[src/rtl/sci_pkg.sv]
package sci_pkg;
  localparam logic [7:0] CMD_ENTER = 8'hFE;
  localparam logic [7:0] CMD_LEAVE = 8'hFD;
  localparam logic [7:0] CMD_FETCH = 8'hFF;
  localparam logic [2:0] SEL_SIG   = 3'b101;
  localparam logic [2:0] SEL_GAIN  = 3'b100;
  localparam logic [6:0] CFG_RESET = 7'b011_0000;
endpackage

[src/rtl/sci_sync.sv]
module sci_sync #(
  parameter int          W       = 1,
  parameter logic [W-1:0] RST_VAL = '0
) (
  input  logic         clk,
  input  logic         rst_n,
  input  logic [W-1:0] d,
  output logic [W-1:0] q
);
  logic [W-1:0] meta_q;

  always_ff @(posedge clk or negedge rst_n) begin
    if (!rst_n) begin
      meta_q <= RST_VAL;
      q      <= RST_VAL;
    end else begin
      meta_q <= d;
      q      <= meta_q;
    end
  end
endmodule

[src/rtl/sci_shifter.sv]
module sci_shifter #(
  parameter int BYTE_W = 8,
  localparam int CNT_W = $clog2(BYTE_W + 2)
) (
  input  logic              clk,
  input  logic              rst_n,
  input  logic              sck_s,
  input  logic              csn_s,
  input  logic              sdi_s,
  input  logic [BYTE_W-1:0] load_byte,
  input  logic              drive_req,
  output logic              start,
  output logic              done,
  output logic [BYTE_W-1:0] rx_byte,
  output logic              sdo,
  output logic              sdo_en
);
  logic              sck_d, csn_d;
  logic              rise_sck, fall_sck, cs_rise;
  logic [CNT_W-1:0]  cnt_q, cnt_d;
  logic [BYTE_W-1:0] rxsh_q, rxsh_d, txsh_q, txsh_d;
  logic              sdo_q, sdo_d, drv_q, drv_d;

  assign rise_sck = ~sck_d & sck_s & ~csn_s;
  assign fall_sck = sck_d & ~sck_s & ~csn_s;
  assign start    = csn_d & ~csn_s;
  assign cs_rise  = ~csn_d & csn_s;
  assign done     = cs_rise && (cnt_q == CNT_W'(BYTE_W));
  assign rx_byte  = rxsh_q;
  assign sdo      = sdo_q;
  assign sdo_en   = drv_q & ~csn_s;

  always_comb begin
    cnt_d  = cnt_q;
    rxsh_d = rxsh_q;
    txsh_d = txsh_q;
    sdo_d  = sdo_q;
    drv_d  = drv_q;
    if (start) begin
      cnt_d  = '0;
      txsh_d = load_byte;
      drv_d  = drive_req;
    end
    if (fall_sck) begin
      rxsh_d = {rxsh_q[BYTE_W-2:0], sdi_s};
      if (cnt_q != CNT_W'(BYTE_W + 1)) cnt_d = cnt_q + 1'b1;
    end
    if (rise_sck) begin
      sdo_d  = txsh_q[BYTE_W-1];
      txsh_d = {txsh_q[BYTE_W-2:0], 1'b0};
    end
    if (cs_rise) drv_d = 1'b0;
  end

  always_ff @(posedge clk or negedge rst_n) begin
    if (!rst_n) begin
      sck_d  <= 1'b0;
      csn_d  <= 1'b1;
      cnt_q  <= '0;
      rxsh_q <= '0;
      txsh_q <= '0;
      sdo_q  <= 1'b0;
      drv_q  <= 1'b0;
    end else begin
      sck_d  <= sck_s;
      csn_d  <= csn_s;
      cnt_q  <= cnt_d;
      rxsh_q <= rxsh_d;
      txsh_q <= txsh_d;
      sdo_q  <= sdo_d;
      drv_q  <= drv_d;
    end
  end

  // the output bit moves only on a detected rising serial edge
  p_sdo_hold_r7: assert property (@(posedge clk) disable iff (!rst_n)
    !rise_sck |=> $stable(sdo_q));
endmodule

[src/rtl/sci_regfile.sv]
module sci_regfile import sci_pkg::*; #(
  parameter int NCH    = 4,
  parameter int SLOT_W = 7,
  parameter int HALF_W = 7,
  localparam int CH_W   = $clog2(NCH),
  localparam int GAIN_W = 2 * HALF_W
) (
  input  logic                          clk,
  input  logic                          rst_n,
  input  logic                          start,
  input  logic                          done,
  input  logic [7:0]                    rx_byte,
  output logic [CH_W-1:0]               chan,
  output logic                          law_a,
  output logic                          delay_md,
  output logic [NCH-1:0][1:0]           pwr,
  output logic [NCH-1:0][SLOT_W-1:0]    txs,
  output logic [NCH-1:0][SLOT_W-1:0]    rxs,
  output logic [NCH-1:0][4:0]           ctrl,
  output logic [NCH-1:0][1:0]           dir_in,
  output logic [NCH-1:0][GAIN_W-1:0]    gtx,
  output logic [NCH-1:0][GAIN_W-1:0]    grx,
  output logic                          drive_req
);
  logic [6:0]                   cr_q, cr_d;
  logic                         law_q, law_d, dly_q, dly_d;
  logic [NCH-1:0][1:0]          pwr_q, pwr_d, dir_q, dir_d;
  logic [NCH-1:0][SLOT_W-1:0]   txs_q, txs_d, rxs_q, rxs_d;
  logic [NCH-1:0][4:0]          ctrl_q, ctrl_d;
  logic [NCH-1:0][GAIN_W-1:0]   gtx_q, gtx_d, grx_q, grx_d;
  logic                         stream_q, stream_d, armed_q, armed_d, fetch_q, fetch_d;
  logic [CH_W-1:0]              bch;

  assign chan      = cr_q[2 +: CH_W];
  assign bch       = rx_byte[2 +: CH_W];
  assign drive_req = stream_q ? armed_q : (cr_q[6:4] == SEL_SIG);
  assign law_a     = law_q;
  assign delay_md  = dly_q;
  assign pwr       = pwr_q;
  assign txs       = txs_q;
  assign rxs       = rxs_q;
  assign ctrl      = ctrl_q;
  assign dir_in    = dir_q;
  assign gtx       = gtx_q;
  assign grx       = grx_q;

  always_comb begin
    cr_d = cr_q;   law_d = law_q;   dly_d = dly_q;   pwr_d = pwr_q;
    txs_d = txs_q; rxs_d = rxs_q;   ctrl_d = ctrl_q; dir_d = dir_q;
    gtx_d = gtx_q; grx_d = grx_q;
    stream_d = stream_q; armed_d = armed_q; fetch_d = fetch_q;
    if (start) begin
      fetch_d = armed_q;
      armed_d = 1'b0;
    end
    if (done && !fetch_q) begin
      if (rx_byte[7]) begin
        if (rx_byte == CMD_ENTER) stream_d = 1'b1;
        else if (rx_byte == CMD_LEAVE) begin
          stream_d = 1'b0;
          armed_d  = 1'b0;
        end else if (rx_byte == CMD_FETCH) begin
          if (stream_q && cr_q[6:4] == SEL_SIG) armed_d = 1'b1;
        end else begin
          cr_d = rx_byte[6:0];
          if (!rx_byte[6]) begin
            law_d      = rx_byte[5];
            dly_d      = rx_byte[4];
            pwr_d[bch] = rx_byte[1:0];
          end else if (rx_byte[5:4] == 2'b01) begin
            dir_d[bch] = rx_byte[1:0];
          end
        end
      end else begin
        if (!cr_q[6]) begin
          if (cr_q[0]) rxs_d[chan] = rx_byte[SLOT_W-1:0];
          if (cr_q[1]) txs_d[chan] = rx_byte[SLOT_W-1:0];
        end else if (cr_q[5:4] == 2'b01) begin
          ctrl_d[chan] = rx_byte[4:0];
        end else if (cr_q[5:4] == 2'b00) begin
          if (cr_q[1]) begin
            if (cr_q[0]) gtx_d[chan][HALF_W +: HALF_W] = rx_byte[HALF_W-1:0];
            else         gtx_d[chan][0 +: HALF_W]      = rx_byte[HALF_W-1:0];
          end else begin
            if (cr_q[0]) grx_d[chan][HALF_W +: HALF_W] = rx_byte[HALF_W-1:0];
            else         grx_d[chan][0 +: HALF_W]      = rx_byte[HALF_W-1:0];
          end
        end
      end
    end
  end

  always_ff @(posedge clk or negedge rst_n) begin
    if (!rst_n) begin
      cr_q <= CFG_RESET;  law_q <= 1'b1;  dly_q <= 1'b1;  pwr_q <= '0;
      txs_q <= '0;        rxs_q <= '0;    ctrl_q <= '0;   dir_q <= '1;
      gtx_q <= '0;        grx_q <= '0;
      stream_q <= 1'b0;   armed_q <= 1'b0; fetch_q <= 1'b0;
    end else begin
      cr_q <= cr_d;       law_q <= law_d; dly_q <= dly_d; pwr_q <= pwr_d;
      txs_q <= txs_d;     rxs_q <= rxs_d; ctrl_q <= ctrl_d; dir_q <= dir_d;
      gtx_q <= gtx_d;     grx_q <= grx_d;
      stream_q <= stream_d; armed_q <= armed_d; fetch_q <= fetch_d;
    end
  end

  // reserved mode never lets a data byte land anywhere
  p_reserved_nowrite_r9: assert property (@(posedge clk) disable iff (!rst_n)
    (done && !fetch_q && !rx_byte[7] && cr_q[6:5] == 2'b11)
    |=> ($stable(ctrl_q) && $stable(txs_q) && $stable(rxs_q) && $stable(gtx_q) && $stable(grx_q)));
  // without a completed 8-bit transfer no register moves
  p_discard_r10: assert property (@(posedge clk) disable iff (!rst_n)
    !done |=> ($stable(cr_q) && $stable(ctrl_q) && $stable(txs_q) && $stable(rxs_q)
               && $stable(gtx_q) && $stable(grx_q) && $stable(dir_q) && $stable(pwr_q)));
  // command codes leave the configuration untouched
  p_cmd_keeps_cfg_r12: assert property (@(posedge clk) disable iff (!rst_n)
    (done && rx_byte[7:2] == 6'b111111 && rx_byte[1:0] != 2'b00) |=> $stable(cr_q));
  // a fetch cycle is read-only
  p_fetch_readonly_r12: assert property (@(posedge clk) disable iff (!rst_n)
    (done && fetch_q) |=> ($stable(ctrl_q) && $stable(cr_q)));
endmodule

[src/rtl/sci_regport.sv]
module sci_regport #(
  parameter int NCH    = 4,
  parameter int SLOT_W = 7,
  parameter int HALF_W = 7,
  localparam int CH_W   = $clog2(NCH),
  localparam int GAIN_W = 2 * HALF_W
) (
  input  logic                    clk,
  input  logic                    rst_n,
  input  logic                    sck,
  input  logic                    csn,
  input  logic                    sdi,
  output logic                    sdo,
  output logic                    sdo_en,
  output logic                    law_alaw,
  output logic                    delay_mode,
  output logic [NCH-1:0]          tx_pwr,
  output logic [NCH-1:0]          rx_pwr,
  output logic [NCH*SLOT_W-1:0]   tx_slot,
  output logic [NCH*SLOT_W-1:0]   rx_slot,
  output logic [NCH*GAIN_W-1:0]   gain_tx,
  output logic [NCH*GAIN_W-1:0]   gain_rx,
  output logic [3*NCH-1:0]        sig_o,
  input  logic [2*NCH-1:0]        sig_io_in,
  output logic [2*NCH-1:0]        sig_io_out,
  output logic [2*NCH-1:0]        sig_io_oe
);
  logic                       sck_s, csn_s, sdi_s;
  logic                       start, done, drive_req;
  logic [7:0]                 rx_byte, status;
  logic [CH_W-1:0]            chan;
  logic [NCH-1:0][1:0]        pwr, dir_in, img;
  logic [NCH-1:0][SLOT_W-1:0] txs, rxs;
  logic [NCH-1:0][4:0]        ctrl;
  logic [NCH-1:0][GAIN_W-1:0] gtx, grx;

  sci_sync #(.W(3), .RST_VAL(3'b010)) u_sync (
    .clk(clk), .rst_n(rst_n), .d({sck, csn, sdi}), .q({sck_s, csn_s, sdi_s}));

  sci_shifter #(.BYTE_W(8)) u_shift (
    .clk(clk), .rst_n(rst_n), .sck_s(sck_s), .csn_s(csn_s), .sdi_s(sdi_s),
    .load_byte(status), .drive_req(drive_req), .start(start), .done(done),
    .rx_byte(rx_byte), .sdo(sdo), .sdo_en(sdo_en));

  sci_regfile #(.NCH(NCH), .SLOT_W(SLOT_W), .HALF_W(HALF_W)) u_regs (
    .clk(clk), .rst_n(rst_n), .start(start), .done(done), .rx_byte(rx_byte),
    .chan(chan), .law_a(law_alaw), .delay_md(delay_mode), .pwr(pwr),
    .txs(txs), .rxs(rxs), .ctrl(ctrl), .dir_in(dir_in), .gtx(gtx), .grx(grx),
    .drive_req(drive_req));

  for (genvar c = 0; c < NCH; c++) begin : g_ch
    assign img[c] = (dir_in[c] & sig_io_in[2*c +: 2]) | (~dir_in[c] & ctrl[c][1:0]);
    assign sig_io_out[2*c +: 2] = ctrl[c][1:0];
    assign sig_io_oe[2*c +: 2]  = ~dir_in[c];
    assign sig_o[3*c +: 3]      = ctrl[c][4:2];
    assign tx_pwr[c]            = pwr[c][1];
    assign rx_pwr[c]            = pwr[c][0];
  end

  assign status  = {img[chan][0], img[chan][1], ctrl[chan][2], ctrl[chan][3], ctrl[chan][4],
                    img[1][0], img[2][0], img[3][0]};
  assign tx_slot = txs;
  assign rx_slot = rxs;
  assign gain_tx = gtx;
  assign gain_rx = grx;

  // three idle cycles of select guarantee a released data wire
  p_hiz_when_idle_r11: assert property (@(posedge clk) disable iff (!rst_n)
    (csn && $past(csn) && $past(csn, 2)) |-> !sdo_en);
endmodule

[config.mk]
export PLATFORM = sky130hd
export DESIGN_NAME = sci_regport
export DESIGN_NICKNAME = d
export VERILOG_FILES = /design/src/rtl/sci_pkg.sv /design/src/rtl/sci_sync.sv /design/src/rtl/sci_shifter.sv /design/src/rtl/sci_regfile.sv /design/src/rtl/sci_regport.sv
export SDC_FILE = /design/constraint.sdc
export NUM_CORES = 1
export LEC_CHECK = 0
export BUFFER_PORTS_ARGS = -buffer_cell sky130_fd_sc_hd__buf_2
export CAP_MARGIN = 10
export CORE_ASPECT_RATIO = 1.25
export CORE_MARGIN = 2
export CORE_UTILIZATION = 55
export DETAILED_ROUTE_END_ITERATION = 8
export GPL_ROUTABILITY_DRIVEN = 0
export HOLD_SLACK_MARGIN = 0.12
export PLACE_DENSITY = 0.92
export SLEW_MARGIN = 20
export SYNTH_ARGS = -nofsm -noshare
export SYNTH_HDL_FRONTEND = slang
export SYNTH_SLANG_ARGS = --single-unit
[constraint.sdc]
create_clock -name clk -period 3.3 [get_ports clk]
set_input_delay 0.495 -clock clk [delete_from_list [all_inputs] [get_ports clk]]
set_output_delay 0.495 -clock clk [all_outputs]
set_load 0.02 [all_outputs]
# Word-level counts from Yosys, hierarchy flattened
# Index checks and enable logic that the tools add are counted.
[classes]
div_mod_pow = 0
shift = 0
n_mul = 0
eq_ne = 8
n_bitwise = 35
n_addsub = 1
mux = 42
n_reduce_logical = 19
magnitude_cmp = 4
[op_table]
columns = ["cell", "count"]
rows = [
  ["56-bit bitwise mux", 4],
  ["56-bit two-way mux", 2],
  ["28-bit bitwise mux", 2],
  ["14-bit demux with 2-bit select", 2],
  ["8-bit equality test (second input constant)", 3],
  ["20-bit bitwise mux", 1],
  ["6-bit AND reduction", 3],
  ["2-bit AND", 8],
  ["8-bit bitwise mux", 2],
  ["8-bit two-way mux", 2],
  ["7-bit demux with 2-bit select", 1],
  ["14-bit two-way mux", 1],
  ["7-bit two-way mux", 2],
  ["1-bit two-way mux", 12],
  ["4-bit two-way mux", 3],
  ["1-bit NOT", 12],
  ["4-bit AND reduction", 3],
  ["5-bit binary-select mux with 2-bit select", 1],
  ["5-bit demux with 2-bit select", 1],
  ["5-bit two-way mux", 2],
  ["2-bit NOT", 4],
  ["2-bit OR", 4],
  ["1-bit AND", 7],
  ["7-bit AND reduction", 1],
  ["other kinds (16)", 26],
]
[totals]
latch_bits = 0
elab_cells = 152
register_bits = 246
output_inout_bits = 208
romBits = 0
input_bits = 13
memories = 0
mem_bits_rw = 0

# Longest topological paths before layout
# Gate-level depths: netlist of run 1.
[depth]
depth_word = 9
depth_mapped = 7
ltp_nobuf = 6

# By module
# A second synthesis of run 1 with hierarchy kept.
[unflattened]
hier_cells = 672
area_unflattened_um2 = 10196.0
[by_module_without_submodules]
columns = ["mod", "cells_per_inst", "area_per_inst_um2", "seq_area_each_um2", "instances"]
rows = [
  ["sci_regfile", 550, 8663.3, 5420.2, 1],
  ["sci_shifter", 90, 1122.3, 601.8, 1],
  ["sci_regport", 26, 257.7, 0.0, 1],
  ["sci_sync", 6, 152.6, 152.6, 1],
]

# Least setup slack after synthesis of run 1
# Ideal clock, no wire load.
[synth_path]
kind = "register to register"
from = "register u_sync.q[1]"
to = "register u_regs.gtx_q (netlist bit u_regs.gtx[49])"
stages_incl_launch_ff = 6
arrival_ns = 2.123
setup_ns = 0.125
required_ns = 3.175
slack_ns = 1.053
path_buffers = 0
synth_period_minus_slack_ns = 2.247
cell_sequence = "dfstp_2 ha_1 and4bb_1 nand2_2 nor4_4 mux2_2"
[synth_between]
elab_chain_cells = 4
[synth_rtl]
columns = ["item", "line_no", "text"]
rows = [
  ["start, declared", "sci_sync.sv:8", "output logic [W-1:0] q"],
  ["start signal, assigned", "sci_sync.sv:18", "q <= meta_q;"],
  ["1-bit AND", "sci_shifter.sv:27", "assign cs_rise = ~csn_d & csn_s;"],
  ["1-bit logical AND", "sci_shifter.sv:28", "assign done = cs_rise && (cnt_q == CNT_W'(BYTE_W));"],
  ["1-bit logical AND", "sci_regfile.sv:56", "if (done && !fetch_q) begin"],
  ["6-bit AND reduction (no line)", "n/a", ""],
  ["end signal, assigned", "sci_regfile.sv:102", "gtx_q <= gtx_d; grx_q <= grx_d;"],
  ["end, declared", "sci_regfile.sv:30", "logic [NCH-1:0][GAIN_W-1:0] gtx_q, gtx_d, grx_q, grx_d;"],
]
# Every way passes these cells.
# A chain may end at the register's enable or synchronous reset.

# Worst setup path in the final report of run 1
[layout_path]
from = "register u_shift.rxsh_q[7] (netlist: u_shift.rx_byte[7])"
to = "register u_regs.gtx_q (netlist bit u_regs.gtx[14])"
[layout_between]
elab_chain_cells = 2
[layout_rtl]
columns = ["item", "line_no", "text"]
rows = [
  ["start, declared", "sci_shifter.sv:21", "logic [BYTE_W-1:0] rxsh_q, rxsh_d, txsh_q, txsh_d;"],
  ["start signal, assigned", "sci_shifter.sv:68", "rxsh_q <= rxsh_d;"],
  ["1-bit NOT (no line)", "n/a", ""],
  ["6-bit AND reduction (no line)", "n/a", ""],
]
# Every way passes these cells.

==> reports/qor.csv, run 1 <==
stage;metric;value;unit
cells_and_area;fillers;1244;
detailed_routing;drtIter0Drc;305;
critical_path;cp_data_arrival_time;3.15;ns
clock_network;cts_buffers;23;
global_routing;grt_usage;25.9;%
yosys;ys.flop_type;dfrtp_1;
power;finalPower;6.46;mW
critical_path;r2r-end;u_regs.gtx[14];
clock_network;cts-root-buf;clkbuf_16;
timing;fin_skew;0.0148;ns
detailed_routing;vias_per_cell;5.82;
detailed_routing;wl_per_cell;22.0;um
yosys;synth_mux_area_share;26.8;%
min_path;hold_end;u_sync.q[0];
die;die_area;19400;um2
cells_and_area;final_nets;918;
power;p_per_area;530;nW/um2
clock_network;clock_sinks;246;
cells_and_area;antenna-diode-count;0;
global_routing;antenna_found_initial;0;
yosys;synth_top_area_share;57.5;%
yosys;synth_compound_area_share;1.99;%
timing;rsz0062_at_grt;false;
yosys;yosys.area_share.xor_xnor;0;%
critical_path;cp.required;3.69;ns
clock_network;htreeDepth;1;
cells_and_area;final_common_cell;dfrtp_1;
timing;fmax;0.362;GHz
detailed_routing;dr.pass1.iters;4;
yosys;synth_simple_gate_area_share;7.13;%
die;start_util;55.8;%
timing;finalCritPeriodShare;83.7;%
yosys;synth_area_per_cell;14.8;um2
clock_network;clkSlewWorstSetupHoldPaths;0.06;ns
outcome;status;finished, final reports clean;
critical_path;r2r_start;u_shift.rx_byte[7];
clock_network;postCtsResizedCells;0;
yosys;ys_warn_count;0;
power;ir_drop;400;uV
yosys;synth_cells;678;
placed_design;portBuffers;220;
detailed_routing;antenna_left;0;
critical_path;start_kind;register;
cells_and_area;area_growth;21.1;%
power;p_leak;6.58;nW
yosys;synthArstFlopShare;100;%
clock_network;cts_tree;built;
global_routing;overflow;0;
die;die_x;125;um
placed_design;dp_hpwl;16.8;mm
min_path;whs_path_depth;0;
timing;timing.final.setup_violations;0;
clock_network;holdBufCountCts;4;
clock_network;clock_path_buffers;3;
cells_and_area;drive_gt1_share;58.5;%
global_routing;grt_pass1_wl;39.8;mm
detailed_routing;vias;6656;
critical_path;worst_r2r_path_depth;4;
die;core;18000;um2
clock_network;clkLatencyLatePin;0.50;ns
min_path;min_from;u_sync.meta_q[0];
yosys;synth_top_family_by_area;multiplexers;
global_routing;grt_max_degree;86;
yosys;synth_cell_type_count;45;
yosys;synth_area_leaders;dfrtp_1, mux2_2, dfstp_2;
yosys;synth_fa_ha_area_share;0.622;%
global_routing;grt_pass1_vias;7110;
clock_network;cts_setup_buffers;0;
die;row_count;55;
yosys;ys_seq_area_share;61.4;%
yosys;yosys.area.top_type;dfrtp_1;
die;die_height;155;um
critical_path;endpoint_kind;register;
job;drv_cap;0;
cells_and_area;fin_util;67.5;%
timing;tns;0;ns
timing;relSlewSlack;33.4;%
critical_path;critPathMaxFanout;10;
critical_path;critPathKind;register to register;
detailed_routing;route.detailed.drc;0;
yosys;synth_area;10100;um2
timing;worstMarginPinSlew;0.996;ns
timing;report.final.slew_viol_count;0;
cells_and_area;final_cell_mix;dfrtp_1, mux2_2, buf_2;
min_path;hp-class;register to register;
timing;hold_viol_final;0;
die;pin_count;221;
yosys;synth_edf_count;0;
critical_path;reg2reg_slack;0.54;ns
yosys;ys_ff_latch;246;
detailed_routing;wl;25.2;mm
yosys;synth_nets;696;
timing;period_needed;2.76;ns
## worst max-delay path, stage by stage (launching register included)
cell	delay (ns)
dfrtp_1	0.57
nor4b_1	0.73
nand4_1	0.45
nor2_2	0.50
mux2_2	0.40
## through the flow
step | hold WS (ns) | std cells | worst slack (ns) | area [um2]
2_1_floorplan | 0.199 | 678 | 1.05 | 10100
3_3_place_gp | 0.338 | 1099 | 0.849 | 11400
3_5_place_dp | 0.342 | 1099 | 0.729 | 11400
4_1_cts | 0.357 | 1144 | 0.620 | 12200
5_1_grt | 0.377 | 1144 | 0.447 | 12200
6_report | 0.352 | 1144 | 0.538 | 12200
## Yosys cell counts, types with 2 or more instances
library cell and count:
nand2_1 18, or2_2 3, nor3b_1 4, o31ai_1 2, nand3_1 2, mux2_2 225
nor4_4 8, a21oi_1 12, inv_1 14, buf_1 5, a2bb2oi_1 2, dfstp_2 15
nor2_2 12, ha_1 5, nor3_1 5, nor2b_1 6, o21ai_0 3, nor4_1 5
o22ai_1 4, clkbuf_1 31, mux2i_1 9, nand4_1 12, nor2_1 15, mux4_2 3
dfrtp_1 231, nand2b_1 5, and2_1 3, buf_2 2
## area by class of cell
class                   instances  area (um2)  share of cell area, %
clock buffers                  34         677                   5.56
clock inverters                 7        63.8                  0.524
inverters                      14        52.6                  0.432
multi-input cells             379        3670                   30.1
flip-flops and latches        246        6170                   50.7
well taps                     228         285                   2.34
repair buffers                236        1250                   10.3
## per-layer routing
layer	up-vias	wire length [um]	track usage [%]
met5	-	0	0
met4	0	989	10.5
met3	68	1620	5.02
met2	279	13200	46.1
met1	3455	9400	31.2
li1	2854	-	-
## registers in the layout, indices dropped and copies added (netlist names), 3 cells and up
register and count:
u_regs.grx 56, u_regs.gtx 56, u_regs.rxs 28, u_regs.txs 28
u_regs.ctrl 20, u_regs.dir_in 8, u_regs.pwr 8, u_shift.rx_byte 8
u_shift.txsh_q 8, u_regs.cr_q 7, u_shift.cnt_q 4, u_sync.meta_q 3
u_sync.q 3
## how the worst max path moves through the flow
stage                       start  slack [ns]  cells past startpoint              to
3_5_place_dp          u_sync.q[1]        0.73                      5  u_regs.gtx[27]
5_1_grt        u_shift.rx_byte[7]        0.45                      4  u_regs.gtx[18]
4_1_cts        u_shift.rx_byte[7]        0.62                      4  u_regs.gtx[14]
3_3_place_gp          u_sync.q[1]        0.85                      5  u_regs.gtx[10]
6_report       u_shift.rx_byte[7]        0.54                      4  u_regs.gtx[14]
2_1_floorplan         u_sync.q[1]        1.05                      5  u_regs.gtx[49]
## cell families after synthesis
logic type                 Yosys count
adders and majority gates            5
AOI/OAI and AO/OA                   31
and+or+nand+nor                    106
buffers and inverters               53
muxes                              237
DFF                                246
## power breakdown
group          internal [mW]  switching, mW  leakage [nW]  total, mW
sequential              3.07          0.141          3.35       3.22
combinational          0.145          0.500          2.86      0.645
clock                   1.50           1.10         0.371       2.60
(Power assumes the default switching activity.)
==> run 2: changes to the inputs <==
--- a/config.mk
+++ b/config.mk
@@ -9,11 +9,11 @@
 export CAP_MARGIN = 10
 export CORE_ASPECT_RATIO = 1.25
 export CORE_MARGIN = 2
-export CORE_UTILIZATION = 55
+export CORE_UTILIZATION = 54
 export DETAILED_ROUTE_END_ITERATION = 8
 export GPL_ROUTABILITY_DRIVEN = 0
 export HOLD_SLACK_MARGIN = 0.12
-export PLACE_DENSITY = 0.92
+export PLACE_DENSITY = 0.9
 export SLEW_MARGIN = 20
 export SYNTH_ARGS = -nofsm -noshare
 export SYNTH_HDL_FRONTEND = slang
==> constraint.sdc (replaced) <==
create_clock -name clk -period 2.6 [get_ports clk]
set_input_delay 0.39 -clock clk [delete_from_list [all_inputs] [get_ports clk]]
set_output_delay 0.39 -clock clk [all_outputs]
set_load 0.02 [all_outputs]
==> run 2 against run 1 <==
  * Critical path type unchanged
  * Largest cell class unchanged
  * Critical path depth up 1
  * Combinational power grew 40%
  * Non-clock buffer count up 5
  * Global-route usage down 0.92 points
  * Via count is 2.1% lower
  * Largest power group unchanged
==> reports/qor.csv, run 2 (synthesis results as in run 1) <==
stage;metric;value;unit;change
outcome;status;finished, final reports clean;;
placed_design;dp_hpwl;16.4;mm;-2.2%
clock_network;cts_tree;built;;
die;row_count;55;;unchanged
cells_and_area;area_growth;21.9;%;
detailed_routing;wl;24.6;mm;-2.3%
timing;rsz0062_at_grt;false;;
critical_path;critPathMaxFanout;8;;-2
cells_and_area;antenna-diode-count;0;;unchanged
power;p_leak;6.62;nW;+0.52%
timing;postLayoutSetupSlackWorst;0.118;ns;-0.420 ns
clock_network;cts-root-buf;clkbuf_16;;
clock_network;clock_path_buffers;3;;unchanged
global_routing;grt_use_met3;4.41;%;-0.61 points
detailed_routing;antenna_left;0;;unchanged
detailed_routing;wl_per_cell;21.4;um;-3.0%
clock_network;cts_buffers;24;;+4.3%
clock_network;clock_sinks;246;;unchanged
global_routing;overflow;0;;unchanged
cells_and_area;final_cell_mix;dfrtp_1, mux2_2, buf_2;;
cells_and_area;drive_gt1_share;58.7;%;+0.14 points
timing;period_needed;2.48;ns;-0.280 ns
timing;fin_skew;0.0167;ns;+0.00191 ns
timing;report.final.slew_viol_count;0;;unchanged
cells_and_area;fin_util;67.5;%;about the same
global_routing;antenna_found_initial;0;;unchanged
global_routing;grt_max_degree;81;;-5.8%
global_routing;grt_busiest_layer;met2;;
power;p_per_area;673;nW/um2;+27%
detailed_routing;dr.pass1.iters;4;;unchanged
global_routing;grt_pass1_vias;7004;;-1.5%
timing;worstMarginPinSlew;0.740;ns;-0.256 ns
critical_path;endpoint_kind;register;;
placed_design;pre_cts_ws;0.0528;ns;-0.676 ns
detailed_routing;vias;6514;;-2.1%
power;finalPower;8.25;mW;+28%
job;drv_cap;0;;unchanged
min_path;hp-class;primary input to register;;
die;pin_count;221;;unchanged
global_routing;grt_pass1_wl;39.1;mm;-1.7%
critical_path;critPathKind;register to register;;
timing;finalCritPeriodShare;95.4;%;+12 points
global_routing;grt_usage;25.0;%;-0.92 points
critical_path;start_kind;register;;
clock_network;htreeDepth;1;;unchanged
cells_and_area;final_nets;924;;+0.65%
die;core;18200;um2;+0.76%
timing;hold_viol_final;0;;unchanged
global_routing;use_met1;31.4;%;+0.15 points
critical_path;cp.required;3.00;ns;-0.69 ns
die;die_area;19700;um2;+1.8%
detailed_routing;drtIter0Drc;377;;+24%
placed_design;dpl.cell_count;1102;;+0.27%
cells_and_area;stdcell_count;1152;;+0.70%
timing;tns;0;ns;unchanged
critical_path;cp_data_arrival_time;2.88;ns;-0.27 ns
clock_network;clkSlewWorstSetupHoldPaths;0.06;ns;about the same
timing;relSlewSlack;50.6;%;+17 points
timing;fmax;0.403;GHz;+11%
power;ir_drop;583;uV;+46%
clock_network;clkLatencyLatePin;0.51;ns;about the same
timing;timing.final.setup_violations;0;;unchanged
die;die_height;157;um;+0.90%
die;die_x;126;um;+0.89%
detailed_routing;route.detailed.drc;0;;unchanged
die;start_util;55.3;%;-0.42 points
global_routing;use_met2;43.8;%;-2.3 points
cells_and_area;final_common_cell;dfrtp_1;;
detailed_routing;vias_per_cell;5.65;;-2.8%
placed_design;portBuffers;220;;unchanged
==> run 2: cell count changes in the layout (fill, tap and decap cells not counted), sizes merged <==
cell	previous run	this run
buf	232	237
clkbuf	34	36
clkinvlp	0	2
bufinv	1	0
==> run 2: cell type report <==
class | count | area, um2
well taps | 228 | 285
clock inverters | 8 | 52.6
flip-flops and latches | 246 | 6170
clock buffers | 36 | 707
inverters | 14 | 52.6
multi-input cells | 379 | 3670
fillers | 1274 | 5910
repair buffers | 241 | 1320
==> run 2: worst paths after layout <==
| path | depth (start not counted) | from | slack (ns) | end |
|---|---|---|---|---|
| max | 5 | u_sync.q[1] | 0.12 | u_regs.ctrl[6] |
| min | 5 | sig_io_in[2] | 0.32 | u_shift.txsh_q[2] |
| max reg2reg | 5 | u_sync.q[1] | 0.12 | u_regs.ctrl[6] |
| min reg2reg | 0 | u_sync.meta_q[0] | 0.36 | u_sync.q[0] |
| max in group asynchronous | 3 | rst_n | 1.52 | u_regs.dir_in[3] |
| min in group asynchronous | 2 | rst_n | 0.36 | u_regs.rxs[15] |
==> run 2: metal layers <==
layer  part of all wire [%]  up-vias
met1                     39     3354
met3                    5.8       56
li1                       -     2862
met5                      0        -
met4                    3.1        0
met2                     52      242
==> run 2: stage by stage <==
step           hold slack [ns]  cell area (um2)
5_1_grt                  0.350            12300
3_3_place_gp             0.280            11400
4_1_cts                  0.292            12200
3_5_place_dp             0.286            11400
2_1_floorplan           0.0944            10100
6_report                 0.318            12300
==> run 2: critical path, stage by stage (launching register included) <==
cell and delay [ns]:
dfstp_2 0.60, ha_1 0.22, and4bb_1 0.34, nand2_2 0.29, nor4_4 0.53, mux2_2 0.39
==> run 2: timing repair <==
| item | CTS | global route |
|---|---|---|
| setup buffers | 0 | 2 |
| gates resized for setup | 0 | 0 |
| endpoints found under the hold margin | 73 | 0 |
| hold buffers | 4 | 0 |
| endpoints found under the setup margin | 0 | 40 |
==> run 2: report_power, final <==
part           switching, mW  internal (mW)
registers              0.110           3.91
logic                  0.706          0.196
clock network           1.44           1.89
